File: src/rtl/rtmc_pkg.sv
package rtmc_pkg;
  localparam int FIELD_W = 5;
  localparam logic [FIELD_W-1:0] BCAST_ADDR = 5'd31;
  localparam logic [FIELD_W-1:0] SA_MODE_LO = 5'd0;
  localparam logic [FIELD_W-1:0] SA_MODE_HI = 5'd31;
  localparam logic [FIELD_W-1:0] MC_DBC     = 5'b00000;
  localparam logic [FIELD_W-1:0] MC_SYNC    = 5'b00001;
  localparam logic [FIELD_W-1:0] MC_RESET   = 5'b01000;
  localparam logic [FIELD_W-1:0] MC_VECTOR  = 5'b10000;
  localparam logic [FIELD_W-1:0] MC_SYNC_D  = 5'b10001;

  typedef enum logic [2:0] {
    MK_NONE, MK_SYNC, MK_SYNC_D, MK_VECTOR, MK_RESET, MK_DBC, MK_OTHER
  } mode_kind_t;

  typedef struct packed {
    logic [FIELD_W-1:0] addr;
    logic               tr;
    logic [FIELD_W-1:0] sa;
    logic [FIELD_W-1:0] wc;
  } cmd_t;
endpackage

File: src/rtl/rtmc_addr_gate.sv
module rtmc_addr_gate
  import rtmc_pkg::*;
#(
  parameter int NBUS = 2,
  localparam int BUS_W = (NBUS > 1) ? $clog2(NBUS) : 1
) (
  input  logic               clk,
  input  logic               rst,
  input  logic               word_valid,
  input  logic [BUS_W-1:0]   bus,
  input  logic [FIELD_W-1:0] addr_field,
  input  logic [FIELD_W-1:0] rt_addr,
  input  logic               rt_addr_par,
  input  logic [NBUS-1:0]    bcast_en,
  output logic               addr_err,
  output logic [NBUS-1:0]    rx_off,
  output logic               hit,
  output logic               hit_bcast
);
  logic par_ok, own;

  assign par_ok    = ^{rt_addr, rt_addr_par};
  assign addr_err  = ~par_ok;
  assign own       = (addr_field == rt_addr);
  assign hit_bcast = (addr_field == BCAST_ADDR) && bcast_en[bus];
  assign hit       = word_valid && par_ok && !rx_off[bus] && (own || hit_bcast);

  always_ff @(posedge clk) begin
    if (rst) rx_off <= '0;
    else if (word_valid && !par_ok) rx_off[bus] <= 1'b1;
  end
endmodule

File: src/rtl/rtmc_mode_dec.sv
module rtmc_mode_dec
  import rtmc_pkg::*;
(
  input  cmd_t       cmd,
  input  logic       bcast,
  output logic       is_mode,
  output mode_kind_t kind
);
  always_comb begin
    is_mode = (cmd.sa == SA_MODE_LO) || (cmd.sa == SA_MODE_HI);
    kind    = MK_NONE;
    if (is_mode) begin
      kind = MK_OTHER;
      if (cmd.tr && cmd.wc == MC_SYNC)                 kind = MK_SYNC;
      else if (!cmd.tr && cmd.wc == MC_SYNC_D)         kind = MK_SYNC_D;
      else if (cmd.tr && cmd.wc == MC_VECTOR && !bcast) kind = MK_VECTOR;
      else if (cmd.tr && cmd.wc == MC_RESET)           kind = MK_RESET;
      else if (cmd.tr && cmd.wc == MC_DBC && !bcast)    kind = MK_DBC;
    end
  end
endmodule

File: src/rtl/rtmc_status.sv
module rtmc_status (
  input  logic clk,
  input  logic rst,
  input  logic tick,
  input  logic accept,
  input  logic dbc_cmd,
  input  logic dbc_accept,
  input  logic ss_busy,
  input  logic ss_srq,
  input  logic ss_err,
  input  logic hs_fail,
  input  logic fault_clr,
  output logic sts_busy,
  output logic sts_srq,
  output logic sts_ssf,
  output logic sts_dbca,
  output logic sampled
);
  logic armed, seen1;

  always_ff @(posedge clk) begin
    if (rst) begin
      armed <= 1'b0; seen1 <= 1'b0; sampled <= 1'b0;
      sts_busy <= 1'b0; sts_srq <= 1'b0;
    end else if (accept) begin
      armed <= 1'b1; seen1 <= 1'b0; sampled <= 1'b0;
      sts_busy <= 1'b0; sts_srq <= 1'b0;
    end else if (armed && tick) begin
      if (!seen1) seen1 <= 1'b1;
      else begin
        sts_busy <= ss_busy;
        sts_srq  <= ss_srq;
        sampled  <= 1'b1;
        armed    <= 1'b0;
      end
    end
  end

  always_ff @(posedge clk) begin
    if (rst) sts_dbca <= 1'b0;
    else if (accept) sts_dbca <= dbc_cmd && dbc_accept;
    else if (!dbc_accept) sts_dbca <= 1'b0;
  end

  always_ff @(posedge clk) begin
    if (rst) sts_ssf <= 1'b0;
    else if (fault_clr) sts_ssf <= 1'b0;
    else if (ss_err || hs_fail) sts_ssf <= 1'b1;
  end

  AST_SSF_STICKY: assert property (@(posedge clk) disable iff (rst)
    (sts_ssf && !fault_clr) |=> sts_ssf);
  AST_BUSY_HELD: assert property (@(posedge clk) disable iff (rst)
    (sampled && !accept) |=> $stable(sts_busy) && $stable(sts_srq));
endmodule

File: src/rtl/rt_mode_status.sv
module rt_mode_status
  import rtmc_pkg::*;
#(
  parameter int NBUS      = 2,
  parameter int INCLK_DIV = 25,
  parameter int RST_CYC   = 25,
  localparam int BUS_W = (NBUS > 1) ? $clog2(NBUS) : 1,
  localparam int DIV_W = (INCLK_DIV > 1) ? $clog2(INCLK_DIV) : 1,
  localparam int RST_W = $clog2(RST_CYC + 1)
) (
  input  logic               clk,
  input  logic               rst,
  input  logic [15:0]        cmd_word,
  input  logic               cmd_valid,
  input  logic [BUS_W-1:0]   cmd_bus,
  input  logic               msg_end,
  input  logic [FIELD_W-1:0] rt_addr,
  input  logic               rt_addr_par,
  input  logic [NBUS-1:0]    bcast_en,
  input  logic               ss_busy,
  input  logic               ss_srq,
  input  logic               ss_err,
  input  logic               hs_fail,
  input  logic               dbc_accept,
  output logic               in_cmd,
  output logic               cmd_tr,
  output logic [FIELD_W-1:0] cmd_sa,
  output logic [FIELD_W-1:0] cmd_wc,
  output logic               cmd_is_mode,
  output logic               cmd_bcast,
  output logic               data_go,
  output logic               addr_err,
  output logic [NBUS-1:0]    rx_off,
  output logic               sync_act,
  output logic               vec_en,
  output logic               vec_hi,
  output logic               rst_pulse,
  output logic               dbc_req,
  output logic               sts_busy,
  output logic               sts_srq,
  output logic               sts_ssf,
  output logic               sts_dbca
);
  cmd_t       in_w, cur;
  mode_kind_t nx_kind, cur_kind;
  logic       nx_mode, hit, hit_bcast, tick, sampled, end_now, fault_clr;
  logic [DIV_W-1:0] div_q;
  logic [1:0]       vec_cnt;
  logic [RST_W-1:0] rst_cnt;

  assign in_w = cmd_t'(cmd_word);

  // free-running internal clock; tick marks its falling edge
  always_ff @(posedge clk) begin
    if (rst || tick) div_q <= '0;
    else div_q <= div_q + 1'b1;
  end
  assign tick = (div_q == DIV_W'(INCLK_DIV - 1));

  rtmc_addr_gate #(.NBUS(NBUS)) u_gate (
    .clk(clk), .rst(rst), .word_valid(cmd_valid), .bus(cmd_bus),
    .addr_field(in_w.addr), .rt_addr(rt_addr), .rt_addr_par(rt_addr_par),
    .bcast_en(bcast_en), .addr_err(addr_err), .rx_off(rx_off),
    .hit(hit), .hit_bcast(hit_bcast));

  rtmc_mode_dec u_dec (.cmd(in_w), .bcast(hit_bcast), .is_mode(nx_mode), .kind(nx_kind));

  assign end_now   = msg_end && in_cmd && !hit;
  assign fault_clr = end_now && (cur_kind == MK_RESET);

  always_ff @(posedge clk) begin
    if (rst) begin
      in_cmd <= 1'b0; cur <= '0; cmd_bcast <= 1'b0;
      cmd_is_mode <= 1'b0; cur_kind <= MK_NONE;
    end else if (hit) begin
      in_cmd <= 1'b1; cur <= in_w; cmd_bcast <= hit_bcast;
      cmd_is_mode <= nx_mode; cur_kind <= nx_kind;
    end else if (msg_end) begin
      in_cmd <= 1'b0;
    end
  end

  always_ff @(posedge clk) begin
    if (rst) begin
      vec_cnt <= '0; rst_cnt <= '0; dbc_req <= 1'b0;
    end else begin
      if (hit && nx_kind == MK_VECTOR) vec_cnt <= 2'd2;
      else if (vec_cnt != 0) vec_cnt <= vec_cnt - 1'b1;
      if (fault_clr) rst_cnt <= RST_W'(RST_CYC);
      else if (rst_cnt != 0) rst_cnt <= rst_cnt - 1'b1;
      dbc_req <= hit && (nx_kind == MK_DBC) && dbc_accept;
    end
  end

  rtmc_status u_sts (
    .clk(clk), .rst(rst), .tick(tick), .accept(hit),
    .dbc_cmd(nx_kind == MK_DBC), .dbc_accept(dbc_accept),
    .ss_busy(ss_busy), .ss_srq(ss_srq), .ss_err(ss_err), .hs_fail(hs_fail),
    .fault_clr(fault_clr), .sts_busy(sts_busy), .sts_srq(sts_srq),
    .sts_ssf(sts_ssf), .sts_dbca(sts_dbca), .sampled(sampled));

  assign cmd_tr    = cur.tr;
  assign cmd_sa    = cur.sa;
  assign cmd_wc    = cur.wc;
  assign sync_act  = in_cmd && (cur_kind == MK_SYNC || cur_kind == MK_SYNC_D);
  assign vec_en    = (vec_cnt != 0);
  assign vec_hi    = (vec_cnt == 2'd2);
  assign rst_pulse = (rst_cnt != 0);
  assign data_go   = in_cmd && !cmd_is_mode && sampled && !sts_busy;

  AST_PARERR_NO_CMD: assert property (@(posedge clk) disable iff (rst)
    (cmd_valid && addr_err) |=> !$rose(in_cmd));
  AST_VEC_HI_FIRST: assert property (@(posedge clk) disable iff (rst)
    (vec_en && vec_hi) |=> (vec_en && !vec_hi));
  AST_RST_AFTER_END: assert property (@(posedge clk) disable iff (rst)
    $rose(rst_pulse) |-> $past(msg_end));
  AST_DBC_GATED: assert property (@(posedge clk) disable iff (rst)
    dbc_req |-> $past(dbc_accept));
endmodule

File: config.mk
export PLATFORM = sky130hd
export DESIGN_NAME = rt_mode_status
export DESIGN_NICKNAME = d
export VERILOG_FILES = /design/src/rtl/rtmc_pkg.sv /design/src/rtl/rtmc_addr_gate.sv /design/src/rtl/rtmc_mode_dec.sv /design/src/rtl/rtmc_status.sv /design/src/rtl/rt_mode_status.sv
export SDC_FILE = /design/constraint.sdc
export NUM_CORES = 1
export LEC_CHECK = 0
export ABC_AREA = 1
export CORE_AREA = 8 8 86 72
export DETAILED_ROUTE_END_ITERATION = 16
export DIE_AREA = 0 0 94 80
export DONT_BUFFER_PORTS = 1
export GPL_ROUTABILITY_DRIVEN = 0
export GPL_TIMING_DRIVEN = 0
export SYNTH_ARGS = -nofsm -noshare
export SYNTH_HDL_FRONTEND = slang
export SYNTH_SLANG_ARGS = --single-unit
File: constraint.sdc
create_clock -name clk -period 1.55 [get_ports clk]
set_input_delay 0.155 -clock clk [delete_from_list [all_inputs] [get_ports clk]]
set_output_delay 0.155 -clock clk [all_outputs]
set_load 0.03 [all_outputs]
# After elaboration in Yosys (flattened, before gate mapping)
# Index checks and enable logic that the tools add are counted.
# op_classes
n_div	0
n_addsub	3
bitwise	2
n_shift	0
n_mux	23
mul	0
order_cmp	2
eq_ne	15
reduce_logical	52
# ops
operator	count
$eq 5x5->1 const B	5
$logic_and 1x1->1	25
$mux 3	5
$mux 1	12
$reduce_bool 2->1	6
$logic_not 5->1	2
$mux 5	2
$logic_not 1->1	7
$eq 3x2->1 const B	2
$eq 3x3->1 const B	2
$mux 2	3
$reduce_or 2->1	3
$reduce_xor 6->1	1
$add 5x1->5 const B	1
$eq 5x1->1 const B	1
$eq 5x4->1 const B	1
$eq 5x5->1	1
$logic_or 1x1->1	5
$reduce_bool 5->1	1
$sub 5x1->5 const B	1
$reduce_and 2->1	2
$eq 3x1->1 const B	1
$eq 2x2->1 const B	1
$lt 1x2->1 const B	1
other kinds (6)	6
# word_totals
rom_bits	0
latchBits	0
mem_count	0
output_inout_bits	27
ram_bits	0
ff_bits	39

# Logic depth before layout (Yosys ltp)
# depth
word_depth	14
ltp_mapped	11
ltp_nobuf	11

# Hierarchy
# Synthesis repeated with hierarchy kept, for this count alone.
# unflattened
cells_unflattened	285
area_unflattened_um2	2016.9
# modules_own_cells
module	n_inst	area_per_inst_um2	cells_each
rt_mode_status	1	1285.0	158
rtmc_addr_gate	1	292.8	50
rtmc_status	1	270.3	35
rtmc_mode_dec	1	168.9	42

# Worst setup path before layout
# Ideal clock, no wire load.
# synth_path
path_type	reg-to-output
from	reg in_cmd
to	out data_go
path_buffers	0
t_required_ns	1.395
t_arrival_ns	1.521
path_stages_with_launch	3
slack_ns	-0.126
path_cell_list	dfxtp_1 -> inv_1 -> nor4_1
# synth_between
elab_chain_cells	3
# synth_rtl
element	line	rtl
from (decl)	rt_mode_status.sv:25	output logic in_cmd,
from (signal assigned)	rt_mode_status.sv:73	in_cmd <= 1'b0; cur <= '0; cmd_bcast <= 1'b0;
from (signal assigned)	rt_mode_status.sv:76	in_cmd <= 1'b1; cur <= in_w; cmd_bcast <= hit_bcast;
from (signal assigned)	rt_mode_status.sv:79	in_cmd <= 1'b0;
$logic_and 1x1->1 (3 in a row)	rt_mode_status.sv:109	assign data_go = in_cmd && !cmd_is_mode && sampled && !sts_busy;
to (decl)	rt_mode_status.sv:31	output logic data_go,
# No other way between the ends.

# Worst setup path after layout
# layout_path
from	reg rst_cnt[0]
to	out rst_pulse
# layout_between
elab_chain_cells	1
# layout_rtl
element	line	rtl
from (decl)	rt_mode_status.sv:49	logic [RST_W-1:0] rst_cnt;
from (signal assigned)	rt_mode_status.sv:89	if (fault_clr) rst_cnt <= RST_W'(RST_CYC);
from (signal assigned)	rt_mode_status.sv:90	else if (rst_cnt != 0) rst_cnt <= rst_cnt - 1'b1;
$reduce_bool 5->1	rt_mode_status.sv:108	assign rst_pulse = (rst_cnt != 0);
to (decl)	rt_mode_status.sv:37	output logic rst_pulse,
# No other way between the ends.

==> reports/qor.txt <==
Status: finished, final reports clean
Distinct cells, synth: 32
CP Launch Type: flop
Post-DP Area: 0.00208 mm^2
Die X: 94 um
Starting utilization of the core area: 41.3%
Max_cap viols: 0
Peak supply drop: 483 uV
Final nets: 341
Grt ovf: 0
Req. time, crit path: 1390 ps
Leak: 1.02 nW
Crit-path max FO: 5
Multi-input gate area: 0.00104 mm^2
FMAX: 678 MHz
Setup tns final: 0 ps
First-pass GRT wire length: 7950 um
CP Capture Type: primary output
Drt pass-1 iters: 4
Clock root buffer: clkbuf_8
Switching share of power: 29.9%
RSZ-0062 raised after global routing: false
Clk_lat worst skew: 290 ps
DRC Markers: 0
Proportion of layout cells with a drive suffix above 1: 17.0%
#FFs+latches synth: 39
Reg area: 787 um^2
Sequential area share after synthesis: 39.1%
Sw power: 760 uW
Via density per instance: 4.72
Reg clk slew, reported paths: 70 ps
Overall Global Routing Usage: 13.2%
Min Clock Period, post-route: 1470 ps
Combinational power share: 25.5%
Fill cells: 491
TritonCTS clock tree: done
Synthesis Warnings: 0
Pwr/cell area: 1070 mW/mm^2
Post-synth EDFFs: 0
WL met2: 2050 um
Fin. Hold Viols: 0
Max-slew headroom: 58.6%
Highest metal used: met4
Row count: 23
Core Area: 0.00483 mm^2
Crit Path Class: flop to primary output
Initial antenna violation count: 0
Post-Route WL: 4690 um
Post-route clock period utilization: 95.1%
CP arrival: 1320 ps
Met3 wire length: 459 um
WL/cell: 12.8 um
Seq pwr share: 44.7%
Top-Level Pins: 61
Async SR Flop Fraction: 0%
Fin area: 0.00237 mm^2
Most common cell after layout, fill and taps aside: nand2_1
Antenna Cells: 0
Vias in the first global route: 1681
Hold Crit Class: primary input to flop
Top_reg_cell synth: dfxtp_1
Pint: 1.78 mW
Antenna Violating Nets Remaining: 0
Routed length on met1: 2140 um
Clk network pwr share: 29.8%
Synthesized area per cell: 7.06 um^2
Post-Synthesis Cells: 283
DP HPWL: 3540 um
Initial detailed-routing violation count: 65
Pin count of the biggest net entering global routing: 12
Die ar.: 0.00752 mm^2
Synthesized Nets: 320
Slew Limit Fails: 0
Syn Std Cell Area: 0.00200 mm^2
Htree depth: 2
Hold path start: hs_fail
Most frequent cells in the layout: nand2_1, inv_1, dfxtp_1
Actual slew at the worst max-slew pin: 621 ps
Clock sink total: 39
Vias: 1733
Clock tree buffer depth: 2
Synthesis-to-layout area growth: 18.4%
Clock skew after layout: 4.03 ps
Beginning of the critical path: rst_cnt[0]
Clock buffer count from CTS: 5
Die Ht: 80 um
I/O Buffers: 0
# setup viols final: 0
Reg2Reg Launch Point: rst_cnt[0]
## flip-flops by register name, indices dropped and copies added (netlist names), 2 cells and up
| signal | cells |
|---|---|
| div_q | 5 |
| rst_cnt | 5 |
| cmd_sa | 5 |
| vec_cnt | 2 |
| cur_kind | 3 |
| u_gate.rx_off | 2 |
| cmd_wc | 5 |
## final timing paths
check	to	slack [ps]	cells past startpoint
worst max-delay path	rst_pulse	80	5
worst min-delay path	u_sts.sts_ssf	5	2
worst max register to register	rst_cnt[0]	140	8
worst min register to register	div_q[0]	460	1
## per-layer routing
metal  up-vias  track usage (%)
met2        47             19.6
met5         -                0
met3         4             7.14
met4         0             2.84
li1        923                -
met1       759             16.3
## critical path, cell delays in order (launching register included)
cell and delay (ps):
dfxtp_2 330, inv_1 60, ha_2 180, nand2_1 70, or2_4 230, buf_8 150
## cells by family (layout without fill, tap and decap cells)
logic type,after synthesis,after routing,synth area share (%)
adders and majority gates,3,3,1.88
AOI/OAI and AO/OA,35,35,11.5
DFF,39,39,39.1
and+or+nand+nor,148,148,33.3
buffers and inverters,49,71,10.3
xor gates and xnor gates,8,8,3.51
muxes,1,1,0.501
## synthesized netlist by cell type (all sizes together) (3+ instances only)
cell,count,area [um^2]
a21oi,28,181
nand3,17,90.1
ha,3,37.5
nand4,5,31.3
dfxtp,39,781
xor2,5,43.8
buf,3,32.5
nor3,3,15.0
o21ai,4,23.8
clkbuf,4,15.0
inv,41,154
nand2,85,357
xnor2,3,26.3
nor2,33,140
or2,3,18.8
## area by class of cell
class                   instances  share of cell area, %
inverters                      42                   6.66
well taps                      62                   3.28
plain buffers                   7                   2.59
repair buffers                 14                   5.82
clock buffers                   8                   4.23
multi-input cells             195                   44.2
flip-flops and latches         39                   33.3
## power by group through the flow
stage | registers [mW] | logic (mW) | clock network (mW)
final | 1.14 | 0.648 | 0.756
after detailed placement | 1.16 | 0.520 | 0
after global routing | 1.14 | 0.733 | 0.833
after CTS | 1.13 | 0.592 | 0.771
after floorplan | 1.14 | 0.456 | 0
after global placement | 1.16 | 0.514 | 0
## stage by stage
step                setup slack, ps  hold WS [ps]  utilization [%]  power, mW  cells
global route                   3.86          15.8             48.9       2.71    367
global placement               -133           292             43.1       1.67    345
floorplan                      49.0           289                -       1.60    283
CTS                            4.80         0.643             48.6       2.50    366
detailed placement             -139           298             43.1       1.68    345
finish                         75.5          4.93             48.9       2.54    367
## timing repair
action	4_1_cts	5_1_grt
gates resized for setup	8	6
hold endpoints to repair	13	0
pin swaps	1	2
hold buffers	13	0
endpoints found under the setup margin	15	16
setup buffers	0	1
(Power assumes the default switching activity.)
